===== src/rtl/sv32_pkg.sv =====
package sv32_pkg;
  localparam int VA_W  = 32;
  localparam int PTE_W = 32;
  localparam int OFF_W = 12;
  localparam int VPN_W = 10;
  localparam int PPN_W = 22;
  localparam int PA_W  = PPN_W + OFF_W;
  localparam int ENT_SH = $clog2(PTE_W / 8);

  // entry flag positions
  localparam int B_V = 0;
  localparam int B_R = 1;
  localparam int B_W = 2;
  localparam int B_X = 3;
  localparam int B_U = 4;
  localparam int PPN_LSB = 10;
  localparam int PPN1_LSB = PPN_LSB + VPN_W;

  typedef enum logic [1:0] {
    ACC_READ  = 2'd0,
    ACC_WRITE = 2'd1,
    ACC_FETCH = 2'd2,
    ACC_FETCH_ALT = 2'd3
  } acc_e;

  typedef enum logic [2:0] {
    ST_IDLE, ST_L1_REQ, ST_L1_WAIT, ST_L0_REQ, ST_L0_WAIT, ST_DONE
  } walk_state_e;
endpackage


===== src/rtl/sv32_pte_check.sv =====
module sv32_pte_check
  import sv32_pkg::*;
(
  input  logic [PTE_W-1:0] pte_i,
  input  logic             top_lvl_i,
  input  logic [1:0]       acc_i,
  input  logic             user_i,
  input  logic             sum_i,
  output logic             ptr_o,
  output logic             fault_o
);
  logic v, r, w, x, u;
  logic bad_fmt, is_ptr, mega_misalign, perm_ok, priv_ok;

  assign v = pte_i[B_V];
  assign r = pte_i[B_R];
  assign w = pte_i[B_W];
  assign x = pte_i[B_X];
  assign u = pte_i[B_U];

  assign bad_fmt = !v || (w && !r);
  assign is_ptr  = !r && !x;
  assign mega_misalign = top_lvl_i && (pte_i[PPN1_LSB-1:PPN_LSB] != '0);

  always_comb begin
    unique case (acc_e'(acc_i))
      ACC_READ:  perm_ok = r;
      ACC_WRITE: perm_ok = w;
      default:   perm_ok = x;
    endcase
  end

  always_comb begin
    if (user_i) priv_ok = u;
    else if (u) priv_ok = sum_i && (acc_i[1] == 1'b0);
    else        priv_ok = 1'b1;
  end

  assign ptr_o = !bad_fmt && is_ptr && top_lvl_i;

  always_comb begin
    if (bad_fmt)         fault_o = 1'b1;
    else if (is_ptr)     fault_o = !top_lvl_i;
    else if (mega_misalign) fault_o = 1'b1;
    else                 fault_o = !(perm_ok && priv_ok);
  end
endmodule


===== src/rtl/sv32_paddr_form.sv =====
module sv32_paddr_form
  import sv32_pkg::*;
(
  input  logic [PTE_W-1:0] pte_i,
  input  logic [VA_W-1:0]  vaddr_i,
  input  logic             mega_i,
  output logic [PA_W-1:0]  paddr_o
);
  logic [VPN_W-1:0] low_ppn;

  // megapage: low page number comes from the virtual address
  assign low_ppn = mega_i ? vaddr_i[OFF_W +: VPN_W] : pte_i[PPN_LSB +: VPN_W];
  assign paddr_o = {pte_i[PTE_W-1:PPN1_LSB], low_ppn, vaddr_i[OFF_W-1:0]};
endmodule


===== src/rtl/sv32_xlate.sv =====
module sv32_xlate
  import sv32_pkg::*;
(
  input  logic              clk_i,
  input  logic              rst_ni,
  input  logic              req_valid_i,
  output logic              req_ready_o,
  input  logic [31:0]       req_vaddr_i,
  input  logic [1:0]        req_acc_i,
  input  logic              req_user_i,
  input  logic              xlat_en_i,
  input  logic [21:0]       root_ppn_i,
  input  logic              sum_i,
  output logic              mem_req_valid_o,
  input  logic              mem_req_ready_i,
  output logic [33:0]       mem_req_addr_o,
  input  logic              mem_rsp_valid_i,
  input  logic [31:0]       mem_rsp_data_i,
  output logic              rsp_valid_o,
  output logic [33:0]       rsp_paddr_o,
  output logic              rsp_fault_o
);
  walk_state_e state_q, state_d;
  logic [VA_W-1:0]  vaddr_q;
  logic [1:0]       acc_q;
  logic             user_q, sum_q, bare_q;
  logic [PPN_W-1:0] root_q, nxt_ppn_q;
  logic [PA_W-1:0]  paddr_q;
  logic             fault_q;

  logic             top_lvl, chk_ptr, chk_fault;
  logic [PA_W-1:0]  leaf_pa;
  logic             in_wait, rsp_take;

  assign top_lvl  = (state_q == ST_L1_WAIT);
  assign in_wait  = (state_q == ST_L1_WAIT) || (state_q == ST_L0_WAIT);
  assign rsp_take = in_wait && mem_rsp_valid_i;

  sv32_pte_check u_chk (
    .pte_i     (mem_rsp_data_i),
    .top_lvl_i (top_lvl),
    .acc_i     (acc_q),
    .user_i    (user_q),
    .sum_i     (sum_q),
    .ptr_o     (chk_ptr),
    .fault_o   (chk_fault)
  );

  sv32_paddr_form u_pa (
    .pte_i   (mem_rsp_data_i),
    .vaddr_i (vaddr_q),
    .mega_i  (top_lvl),
    .paddr_o (leaf_pa)
  );

  always_comb begin
    state_d = state_q;
    unique case (state_q)
      ST_IDLE:    if (req_valid_i) state_d = xlat_en_i ? ST_L1_REQ : ST_DONE;
      ST_L1_REQ:  if (mem_req_ready_i) state_d = ST_L1_WAIT;
      ST_L1_WAIT: if (mem_rsp_valid_i) state_d = (!chk_fault && chk_ptr) ? ST_L0_REQ : ST_DONE;
      ST_L0_REQ:  if (mem_req_ready_i) state_d = ST_L0_WAIT;
      ST_L0_WAIT: if (mem_rsp_valid_i) state_d = ST_DONE;
      default:    state_d = ST_IDLE;
    endcase
  end

  always_ff @(posedge clk_i or negedge rst_ni) begin
    if (!rst_ni) begin
      state_q   <= ST_IDLE;
      vaddr_q   <= '0;
      acc_q     <= '0;
      user_q    <= 1'b0;
      sum_q     <= 1'b0;
      bare_q    <= 1'b0;
      root_q    <= '0;
      nxt_ppn_q <= '0;
      paddr_q   <= '0;
      fault_q   <= 1'b0;
    end else begin
      state_q <= state_d;
      if (state_q == ST_IDLE && req_valid_i) begin
        vaddr_q <= req_vaddr_i;
        acc_q   <= req_acc_i;
        user_q  <= req_user_i;
        sum_q   <= sum_i;
        root_q  <= root_ppn_i;
        bare_q  <= !xlat_en_i;
        if (!xlat_en_i) begin
          paddr_q <= {{(PA_W-VA_W){1'b0}}, req_vaddr_i};
          fault_q <= 1'b0;
        end
      end
      if (rsp_take) begin
        if (chk_fault) begin
          fault_q <= 1'b1;
          paddr_q <= '0;
        end else if (chk_ptr) begin
          nxt_ppn_q <= mem_rsp_data_i[PTE_W-1:PPN_LSB];
        end else begin
          fault_q <= 1'b0;
          paddr_q <= leaf_pa;
        end
      end
    end
  end

  assign req_ready_o     = (state_q == ST_IDLE);
  assign mem_req_valid_o = (state_q == ST_L1_REQ) || (state_q == ST_L0_REQ);
  assign mem_req_addr_o  = (state_q == ST_L1_REQ)
                         ? {root_q,    vaddr_q[OFF_W+VPN_W +: VPN_W], {ENT_SH{1'b0}}}
                         : {nxt_ppn_q, vaddr_q[OFF_W +: VPN_W],       {ENT_SH{1'b0}}};
  assign rsp_valid_o = (state_q == ST_DONE);
  assign rsp_paddr_o = paddr_q;
  assign rsp_fault_o = fault_q;

  p_idle_ready_r12: assert property (@(posedge clk_i) disable iff (!rst_ni)
    rsp_valid_o |-> !req_ready_o);
  p_rsp_pulse_r12: assert property (@(posedge clk_i) disable iff (!rst_ni)
    rsp_valid_o |=> !rsp_valid_o);
  p_one_outstanding_r12: assert property (@(posedge clk_i) disable iff (!rst_ni)
    mem_rsp_valid_i |-> !mem_req_valid_o);
  p_addr_hold_r3: assert property (@(posedge clk_i) disable iff (!rst_ni)
    mem_req_valid_o && !mem_req_ready_i |=> mem_req_valid_o && $stable(mem_req_addr_o));
  p_bare_no_read_r2: assert property (@(posedge clk_i) disable iff (!rst_ni)
    req_ready_o && req_valid_i && !xlat_en_i |=> !mem_req_valid_o && rsp_valid_o && !rsp_fault_o);
  p_invalid_fault_r6: assert property (@(posedge clk_i) disable iff (!rst_ni)
    rsp_take && !mem_rsp_data_i[B_V] |=> rsp_valid_o && rsp_fault_o);
  p_mega_misalign_r8: assert property (@(posedge clk_i) disable iff (!rst_ni)
    rsp_take && top_lvl && mem_rsp_data_i[B_V] && (mem_rsp_data_i[B_R] || mem_rsp_data_i[B_X])
      && (mem_rsp_data_i[PPN1_LSB-1:PPN_LSB] != '0) |=> rsp_fault_o);
  p_no_user_fetch_r11: assert property (@(posedge clk_i) disable iff (!rst_ni)
    rsp_take && !user_q && acc_q[1] && mem_rsp_data_i[B_U] && mem_rsp_data_i[B_X] |=> rsp_fault_o);
endmodule


===== config.mk =====
export PLATFORM = sky130hd
export DESIGN_NAME = sv32_xlate
export DESIGN_NICKNAME = d
export VERILOG_FILES = /design/src/rtl/sv32_pkg.sv /design/src/rtl/sv32_pte_check.sv /design/src/rtl/sv32_paddr_form.sv /design/src/rtl/sv32_xlate.sv
export SDC_FILE = /design/constraint.sdc
export NUM_CORES = 1
export LEC_CHECK = 0
export BUFFER_PORTS_ARGS = -buffer_cell sky130_fd_sc_hd__buf_2
export CORE_UTILIZATION = 25
export DETAILED_ROUTE_END_ITERATION = 16
export GPL_ROUTABILITY_DRIVEN = 0
export PLACE_DENSITY_LB_ADDON = 0.1
export SYNTH_ARGS = -nofsm -noshare
export SYNTH_HDL_FRONTEND = slang
export SYNTH_HIERARCHICAL = 1
export SYNTH_SLANG_ARGS = --single-unit

===== constraint.sdc =====
create_clock -name clk_i -period 2.2 [get_ports clk_i]
set_input_delay 0.22 -clock clk_i [delete_from_list [all_inputs] [get_ports clk_i]]
set_output_delay 0.22 -clock clk_i [all_outputs]
set_load 0.005 [all_outputs]

# ---- Word level (Yosys, flattened, before mapping)
# Index checks and enable logic that the tools add are counted.
dict set report totals {
  register_bits 118
  latch_bits 0
  mem_bits_rw 0
  rom_bits 0
  inputBits 96
  out_inout_bits 72
  elab_cells 73
  mem_count 0
}
dict set report classes {
  addsub 0
  n_mul 0
  div 0
  order_cmp 0
  eq_ne 11
  n_shift 0
  n_mux 26
  bitwise 2
  n_reduce_logical 25
}
# op n
set op_table {}
lappend op_table {{two-way mux 34 bit} 6}
lappend op_table {{two-way mux 3 bit} 7}
lappend op_table {{one-hot mux 3 bit (5 select lines)} 1}
lappend op_table {{logical AND 1 bit} 10}
lappend op_table {{two-way mux 1 bit} 10}
lappend op_table {{two-way mux 10 bit} 1}
lappend op_table {{inequality test 2 bit, second input constant} 5}
lappend op_table {{nonzero test 10 bit} 1}
lappend op_table {{logical NOT 1 bit} 7}
lappend op_table {{== test 3 x 2 -> 1 bit, second input constant} 2}
lappend op_table {{== test 3 bit, second input constant} 2}
lappend op_table {{AND reduction 5 bit} 1}
lappend op_table {{== test 3 x 1 -> 1 bit, second input constant} 1}
lappend op_table {{logical NOT 3 bit} 1}
lappend op_table {{logical OR 1 bit} 3}
lappend op_table {{AND reduction 3 bit} 1}
lappend op_table {{== test 2 x 1 -> 1 bit, second input constant} 1}
lappend op_table {{logical NOT 2 bit} 1}
lappend op_table {{NOT 1 bit} 2}
lappend op_table {{one-hot mux 1 bit (2 select lines)} 1}

# ---- Logic depth before layout (Yosys ltp)
# Gate-level depths: netlist (run 1).
dict set report logic_depth {
  depth_word 14
  mapped_depth 11
  mapped_depth_nobuf 9
}

# ---- Hierarchy
# Netlist (run 1), hierarchy kept.
# mod n_inst cells_each area_each_um2 seq_area_each_um2
set modules_own_cells {}
lappend modules_own_cells {sv32_xlate 1 557 5500.3 2952.8}
lappend modules_own_cells {sv32_paddr_form 1 35 341.6 0.0}
lappend modules_own_cells {sv32_pte_check 1 16 93.8 0.0}

# ---- Worst setup path before layout (run 1)
# OpenSTA, ideal clock, no wires.
dict set report synth_timing {
  path_type {register to register}
  from {register state_q[0]}
  to {register nxt_ppn_q[10]}
  setup_ns 0.125
  t_arrival_ns 2.302
  required_time_ns 2.075
  slack_ns -0.227
  stages_incl_launch_ff 9
  n_path_buf 2
  synth_period_minus_slack_ns 2.427
  path_cell_list {dfrtp_1 -> clkbuf_1 -> nor3_1 -> nand2_1 -> nor4_1 -> a31oi_1 -> nand3b_2 -> buf_2 -> mux2_2}
}
dict set report synth_via {
  elab_cells_between_ends 12
  classes_between {eq/ne: 2; mux: 3; bitwise: 1; reduce/logical: 6}
}
# item line
set synth_lines {}
lappend synth_lines {{start: declaration} sv32_xlate.sv:23} ;# walk_state_e state_q, state_d;
lappend synth_lines {{start signal: assignment} sv32_xlate.sv:81} ;# state_q <= state_d;
lappend synth_lines {{== test 3 x 2 -> 1 bit} sv32_xlate.sv:35} ;# assign top_lvl = (state_q == ST_L1_WAIT);
lappend synth_lines {{named net top_lvl} sv32_xlate.sv:31} ;# logic top_lvl, chk_ptr, chk_fault;
lappend synth_lines {{logical AND 1 bit} sv32_pte_check.sv:39} ;# assign ptr_o = !bad_fmt && is_ptr && top_lvl_i;
lappend synth_lines {{named net chk_ptr} sv32_xlate.sv:31}
lappend synth_lines {{AND reduction 3 bit (no source line)} --}
lappend synth_lines {{end signal: assignment} sv32_xlate.sv:99} ;# nxt_ppn_q <= mem_rsp_data_i[PTE_W-1:PPN_LSB];
lappend synth_lines {{end: declaration} sv32_xlate.sv:27} ;# logic [PPN_W-1:0] root_q, nxt_ppn_q;
# The timed path passes the listed nets, and every way through them passes these cells.
# A chain may end at the register's enable or synchronous reset.

# ---- Final worst setup path (run 1)
dict set report layout_timing {
  from {register state_q[2]}
  to {output mem_req_addr_o[2]}
}
dict set report layout_via {
  elab_chain_len 2
}
# item line
set layout_lines {}
lappend layout_lines {{== test 3 x 1 -> 1 bit} sv32_xlate.sv:110} ;# assign mem_req_addr_o = (state_q == ST_L1_REQ)
lappend layout_lines {{two-way mux 34 bit} sv32_xlate.sv:111} ;# ? {root_q, vaddr_q[OFF_W+VPN_W +: VPN_W], {ENT_SH{1'b0}}}
lappend layout_lines {{end: declaration} sv32_xlate.sv:16} ;# output logic [33:0] mem_req_addr_o,
# No other way between the ends.

==> results of run 1 <==
[layer usage]
metal  wire (um)  vias up  global-route usage, %
met5           0        -                      0
met4         170        0                   4.58
met3         854       11                   3.42
met2        9060      121                   26.6
met1        9410     2375                   22.2
li1            -     2358                      -
[synthesized netlist by cell type, drive strengths merged]
cell type | instances | area (um2)
and3 | 1 | 6.26
nor3b | 2 | 15.0
nand2 | 210 | 788
nor4b | 1 | 15.0
o21ai | 4 | 20.0
or2 | 1 | 6.26
and3b | 1 | 8.76
or4b | 1 | 10.0
mux2 | 64 | 758
mux2i | 2 | 20.0
buf | 50 | 342
a32oi | 1 | 8.76
or4 | 2 | 15.0
xor2 | 2 | 25.0
a211oi | 33 | 398
dfrtp | 118 | 2950
a21o | 1 | 7.51
nand2b | 3 | 18.8
a21oi | 36 | 180
inv | 6 | 22.5
nor2 | 37 | 146
nor4 | 1 | 6.26
conb | 1 | 3.75
o22ai | 2 | 12.5
o41ai | 1 | 16.3
a31oi | 1 | 6.26
nand3 | 2 | 10.0
o32ai | 1 | 8.76
clkbuf | 16 | 60.1
nand3b | 1 | 11.3
nor3 | 3 | 15.0
a31o | 1 | 8.76
and2 | 2 | 12.5
[per-stage QoR]
step           total power [mW]  utilization [%]
3_3_place_gp               8.11             30.4
5_1_grt                    12.0             35.0
6_report                   11.2             35.0
2_1_floorplan              6.47                -
4_1_cts                    11.3             34.6
3_5_place_dp               8.20             30.4
[cells by family after synthesis]
logic type	synth area share, %
compound gates	11.2
buf+inv	7.15
simple gates	18.3
flops	49.7
xor+xnor	0.422
other cells	0.0632
mux	13.1
[worst reg2reg max path, delay by kind of cell (launching register included)]
family	cells	cell delay, ns
AOI/OAI and AO/OA	2	0.31
and+or+nand+nor	2	0.77
DFF	1	0.40
buffers and inverters	3	0.52
[timing repair]
action,in CTS,in global routing
pin swaps,2,2
resized for setup,14,15
buffers inserted,9,6
gates cloned,2,2
endpoints found under the setup margin,54,88
hold buffers,23,0
endpoints found under the hold margin,48,0
[layout by cell type (no fill, tap or decap), types with 2 or more instances in the layout]
cell type      instances
nand2b_1               2
nand2_1              208
nor3b_1                2
mux2i_1                2
dfrtp_1              118
mux2_4                14
nor2_1                35
o21ai_0                4
conb_1                 2
a211oi_2              30
a21oi_1               28
a211oi_1               3
dlygate4sd3_1         23
clkbuf_16             19
clkbuf_8               3
buf_2                159
o22ai_1                2
nand3_1                2
inv_1                  5
and2_2                 2
buf_4                 28
a21oi_2                8
buf_6                  6
clkinvlp_4             5
or4_1                  2
nor3_1                 2
nor2_4                 2
clkinv_2               3
mux2_2                50
nand2_2                2
buf_12                11
[flip-flops by register name, indices dropped and copies added (netlist names)]
| signal | flops |
|---|---|
| rsp_paddr_o | 34 |
| vaddr_q | 32 |
| nxt_ppn_q | 22 |
| root_q | 22 |
| state_q | 3 |
| acc_q | 2 |
| rsp_fault_o | 1 |
| sum_q | 1 |
| user_q | 1 |
[power by group through the flow]
stage	Sequential, mW	Clock, mW	Combinational, mW
after floorplan	3.46	0	3.00
after global placement	3.54	0	4.57
after detailed placement	3.57	0	4.63
after CTS	3.54	2.75	5.06
after global routing	3.64	2.86	5.55
final	3.53	2.68	5.00
[cell type report]
type | instances | area [um2]
flip-flops and latches | 118 | 2950
inverters | 6 | 22.5
repair buffers | 229 | 1570
fillers | 2456 | 15200
clock inverters | 11 | 100
well taps | 319 | 399
multi-input cells | 419 | 2670
clock buffers | 21 | 470
[worst min-delay path by stage]
stage | from | endpoint | slack [ns] | depth (start not counted)
3_5_place_dp | rst_ni | rsp_paddr_o[17] | 0.11 | 1
3_3_place_gp | rst_ni | rsp_paddr_o[17] | 0.11 | 1
2_1_floorplan | rst_ni | acc_q[0] | -0.08 | 0
6_report | root_ppn_i[6] | root_q[6] | 0.02 | 3
4_1_cts | root_ppn_i[6] | root_q[6] | 0.002 | 3
5_1_grt | req_vaddr_i[0] | vaddr_q[0] | 0.02 | 3
==> impl_results.md, run 1 <==
- Status: finished clean
- Synthesized area: 0.00594 mm2
- Worst Tran Pin Value: around 0.59 ns
- Relative contribution of the clock network to total power: 23.9%
- Count of endpoints failing setup in the final report: 0
- Depth of the worst register-to-register path: 7
- Reg-to-reg slack, setup: 0.13 ns
- Last element of the critical path: mem_req_addr_o[2]
- Total congestion overflow: 0
- ANT nets after route: 0
- Setup TNS: 0 ns
- DRC violation count after routing: 0
- Avg Cell Area, Syn: ~9.8 um2
- Switching power as a share of total power: 36.8%
- Portion of the post-synthesis area used by sequential elements: between 40 and 50%
- Crit Path Category: flip-flop to primary output
- Crit. path cell count: 8
- Clock latency of the later-clocked register in the worst-skew pair: ~0.41 ns
- Startpoint of the worst setup timing path: state_q[2]
- Crit path max-delay cell type: dfrtp_1
- Cell chosen for the clock root: clkbuf_16
- Distinct cells, synth: 40
- Antenna diode count: 0
- Kind of cell adding the most delay to the critical path: buffers and inverters
- Number of global-route vias before repair: between 5,000 and 6,000
- IO Count: 168
- Share of the clock period used by the worst path after layout: a little over nine tenths
- Worst-path cell chain: buf_6 -> inv_2 -> nand2_2 -> nor2_4 -> buf_4 -> buf_12 -> mux2_2 -> buf_2
- Non-filler instance count after layout: 1,123
- Final Hold Fails: 0
- Total core area: about 0.023 mm2
- Maximum achievable frequency: 0.462 GHz
- Switching power total: about 4.1 mW
- Critical path startpoint category: flip-flop
- Horizontal extent of the die: 156 um
- Number of placement rows: 56
- Final critical-path setup slack: 0.0355 ns
- Class of the most critical hold timing path: input port to flip-flop
- Clock Tree Buf Depth: 2
- Fraction of layout cells with a size suffix above 1: 44.4%
- Critical path buffer and inverter count: 5
- Yosys warning count: 6
- Kind of end point of the critical path: primary output
- Worst Setup Slack post-DPL: -0.152 ns
- Share of total power in sequential cells: 31.5%
- Signed area change from the synthesized netlist to the final layout: 38.0%
- Instance count after placement with tap cells included: 1,051
- Initial antenna violation count: 0
- First-pass GRT wire length: approximately 30,000 um
- Number of clock sinks: 118
- Mean number of vias per cell: about 4.3
- PD cells: approximately 1400 mW/mm2
- Overall global routing resource usage: 16.5%
- Internal Power: 7.09 mW
- Placed cell area: 0.00712 mm2
- Max-capacitance violation count: 0
- Pins over their slew limit: 0
- CP Data Required Time: 1.98 ns
- Headroom to the max-slew limit: 60.4%
- Die Height: ~160 um
- Number of instances in the synthesized netlist: between 600 and 700
- Average wire per cell in the routed design: ~17 um
- Detailed placer's ending HPWL: between 10,000 and 15,000 um
- Clock Skews: 0.00750 ns
- Worst R2R End: rsp_paddr_o[18]
- TritonCTS clock tree: done
- Slowest stage delay, CP: ~0.40 ns
- Initial Utilization: approximately a quarter
- Reg-to-Reg Start: state_q[2]
- Clock H-tree levels: 4
- Final design area excluding fillers: 0.00819 mm2
- Port Buffer Count: 160
- Logic gate share of total power: 44.6%
- Maximum number of pins on one net before global-route repair: 62
- Net count, final: 887
- Wire length reported by the detailed router: ~20,000 um
- Count of routing violations after the opening detailed-route iteration: roughly 250
- Maximum VDD drop: approximately 470 uV
- Crit path arrival time: 1.94 ns
- Total iterations of the first detailed-routing run: 4
- Die Footprint: 0.0244 mm2
- Leakage: 4.17 nW
- Count of state elements after synthesis: roughly 120
- CTS Buf Count: 17
- WHS: 0.0204 ns
- CP Max Fanout: 6
- Clock slew at reported path FFs: 0.05 ns
- Unrepaired setup endpoints after global routing: yes
- Via count: just under 5,000
- Tmin final: 2.16 ns
Note: power is estimated with default switching activity, not from simulation.
==> run 2, diff against run 1 <==
--- a/config.mk
+++ b/config.mk
@@ -5,7 +5,9 @@
 export SDC_FILE = /design/constraint.sdc
 export NUM_CORES = 1
 export LEC_CHECK = 0
+export ABC_AREA = 1
 export BUFFER_PORTS_ARGS = -buffer_cell sky130_fd_sc_hd__buf_2
+export CAP_MARGIN = 20
 export CORE_UTILIZATION = 25
 export DETAILED_ROUTE_END_ITERATION = 16
 export GPL_ROUTABILITY_DRIVEN = 0
==> run 2 against run 1 <==
Total power decreased by 3.4%. Combinational power decreased by 13%. Maximum frequency increased by 7.6%. Clock power increased by 7%. Highest routed layer is now met5. Largest cell class unchanged. Largest power group unchanged.
==> impl_results.md, run 2 <==
- Kind of cell adding the most delay to the critical path: flip-flops
- Most repeated cell in the gate-level netlist after synthesis: nand2_1
- Clock H-tree levels: 4
- Cell count of the worst hold path: 3
- Fraction of layout cells with a size suffix above 1: a little over a fifth
- Headroom to the max-slew limit: 51.3%
- Post-Route Utilization: 32.7%
- Tmin final: 2.01 ns
- Number of clock sinks: 118
- Setup TNS: 0 ns
- Distinct cells, synth: 23
- Top_reg_cell synth: dfrtp_1
- Clock Skews: 0.00995 ns
- PD cells: 1280 mW/mm2
- Pins over their slew limit: 0
- Clock slew at reported path FFs: 0.06 ns
- Slowest stage delay, CP: ~0.47 ns
- Share of total power in sequential cells: about 33%
- Critical path buffer and inverter count: 2
- Leakage: 4.69 nW
- Signed area change from the synthesized netlist to the final layout: 28.7%
- Count of state elements after synthesis: 118
- Commonest cells post-synth: 397 x nand2_1, 118 x dfrtp_1, 110 x o21ai_0
- Yosys warning count: 6
- Worst R2R End: nxt_ppn_q[3]
- Share of the clock period used by the worst path after layout: 91.4%
- Worst Tran Pin Value: ~0.73 ns
- Avg Cell Area, Syn: 6.88 um2
- Clock latency of the later-clocked register in the worst-skew pair: between 0.4 and 0.5 ns
- Wire length reported by the detailed router: 21,600 um
- Fraction of synthesis flops using an asynchronous set or reset pin: 100%
- CP Data Required Time: 1.98 ns
- Worst Setup Slack post-DPL: ~0.12 ns
- Total iterations of the first detailed-routing run: 5
- Startpoint of the worst setup timing path: state_q[1]
- Maximum VDD drop: 421 uV
- Worst-path cell chain: nor3_4 -> buf_12 -> nand2_1 -> o21ai_0 -> buf_2
- Horizontal extent of the die: 164 um
- Max-capacitance violation count: 0
- Reg-to-Reg Start: state_q[0]
- Crit path arrival time: 1.79 ns
- Depth of the worst register-to-register path: 12
- Kind of end point of the critical path: primary output
- Maximum achievable frequency: roughly 0.50 GHz
- Antenna diode count: 0
- Maximum number of pins on one net before global-route repair: 73
- Die Footprint: 0.0270 mm2
- DRC violation count after routing: 0
- Internal Power: 6.39 mW
- Number of instances in the synthesized netlist: between 900 and 1,000
- Detailed placer's ending HPWL: 14,800 um
- Overall power: 10.8 mW
- TritonCTS clock tree: done
- Average wire per cell in the routed design: between 10 and 15 um
- Final Hold Fails: 0
- Leading cell type in the layout, fill and taps excluded: nand2_1
- Port Buffer Count: 160
- Number of placement rows: 59
- Total core area: ~0.026 mm2
- Synth area leader: dfrtp_1
- Total congestion overflow: 0
- Critical path startpoint category: flip-flop
- Number of synthesized flops with an enable pin: 0
- Crit path max-delay cell type: dfrtp_2
- Class of the most critical hold timing path: input port to flip-flop
- Crit Path Category: flip-flop to primary output
- Number of global-route vias before repair: 5,973
- Crit. path cell count: 5
- Via count: 6,263
- Net count, final: 1,203
- Reg-to-reg slack, setup: about 0.22 ns
- CP Max Fanout: 45
- Top post-synthesis cells by area: dfrtp_1 45%, nand2_1 23%, o21ai_0 8.3%
- Mean number of vias per cell: 4.30
- Portion of the post-synthesis area used by sequential elements: approximately 45%
- ANT nets after route: 0
- Cell chosen for the clock root: clkbuf_16
- Switching power total: 4.44 mW
- Initial antenna violation count: 1
- Unrepaired setup endpoints after global routing: no
- IO Count: 168
- Overall global routing resource usage: 16.8%
- Status: finished clean
- Switching power as a share of total power: 41.0%
- Relative contribution of the clock network to total power: 26.5%
- Commonest cells after routing, fill and taps aside: 397 x nand2_1, 159 x buf_2, 117 x dfrtp_1
- Logic gate share of total power: 40.4%
- First-pass GRT wire length: 34,000 um
- Count of routing violations after the opening detailed-route iteration: 359
- Synthesized area: approximately 0.0066 mm2
- Initial Utilization: 25.4%
- Fraction of post-synthesis cell area in the top cell type by area: ~45%
- Final critical-path setup slack: 0.189 ns
- Count of endpoints failing setup in the final report: 0
- Die Height: 164 um
- Clock Tree Buf Depth: 2
- Flip-flop count of the largest register, all copies and words added: 34
- CTS Buf Count: 17
- Last element of the critical path: mem_req_addr_o[20]
-- run 2: cell count changes after synthesis, sizes merged, moves of 4 or more --
| cell | before | now |
|---|---|---|
| clkbuf | 16 | 20 |
| mux2 | 64 | 0 |
| a211oi | 33 | 0 |
| nor2 | 37 | 87 |
| nand3 | 2 | 12 |
| a21oi | 36 | 0 |
| buf | 50 | 60 |
| nand2 | 210 | 401 |
| nand4 | 0 | 34 |
| o21ai | 4 | 112 |
| inv | 6 | 109 |
-- run 2: layer usage --
| metal | vias up | share of wire, % | wire (um) | track usage (%) |
|---|---|---|---|---|
| met1 | 2888 | 49 | 10500 | 23.1 |
| met3 | 17 | 4.5 | 981 | 3.47 |
| met5 | - | 0.060 | 13 | 0 |
| li1 | 3212 | - | - | - |
| met4 | 2 | 1.1 | 234 | 4.42 |
| met2 | 144 | 46 | 9870 | 26.6 |
-- run 2: how the worst min path moves through the flow --
stage | startpoint | endpoint | slack (ns)
4_1_cts | root_ppn_i[21] | root_q[21] | 0.002
5_1_grt | root_ppn_i[21] | root_q[21] | 0.02
2_1_floorplan | rst_ni | acc_q[0] | -0.08
6_report | root_ppn_i[21] | root_q[21] | 0.02
3_3_place_gp | rst_ni | vaddr_q[15] | 0.28
3_5_place_dp | rst_ni | vaddr_q[15] | 0.27
-- run 2: power groups by stage --
| stage | combinational (mW) | sequential [mW] | clock (mW) |
|---|---|---|---|
| finish | 4.37 | 3.59 | 2.87 |
| detailed placement | 4.43 | 3.62 | 0 |
| global route | 5.08 | 3.71 | 3.05 |
| CTS | 4.50 | 3.60 | 2.96 |
| global placement | 4.43 | 3.62 | 0 |
| floorplan | 2.91 | 3.52 | 0 |
-- run 2: area by class of cell --
cell class	count	area, um2
clock inverters	14	158
clock buffers	18	439
repair buffers	208	1330
inverters	111	419
flip-flops and latches	118	2950
well taps	335	419
fillers	2883	17500
multi-input cells	651	2770
-- run 2: cell families after synthesis --
logic type,after synthesis,synth area share (%)
AND/OR/NAND/NOR,537,33.0
other,1,0.0568
flip-flops,118,44.7
AO/OA/AOI/OAI,112,8.49
buffers and inverters,191,13.7
-- run 2: tightest hold or removal path: stages --
cell,delay (ns)
buf_2,0.09
nand2_1,0.05
nand2_1,0.05
-- run 2: timing repair --
action / 4_1_cts / 5_1_grt
buffers inserted: 0 / 0
pin swaps: 0 / 0
endpoints found under the hold margin: 78 / 0
resized for setup: 1 / 3
endpoints found under the setup margin: 1 / 54
hold buffers: 26 / 0
-- run 2: through the flow --
step	cell area (um2)	hold WS (ns)	instances
after floorplan	6600	-0.0756	960
after detailed placement	7620	0.271	1397
final	8490	0.0242	1455
after CTS	8480	0.00234	1455
after global placement	7620	0.282	1397
after global routing	8490	0.0211	1455
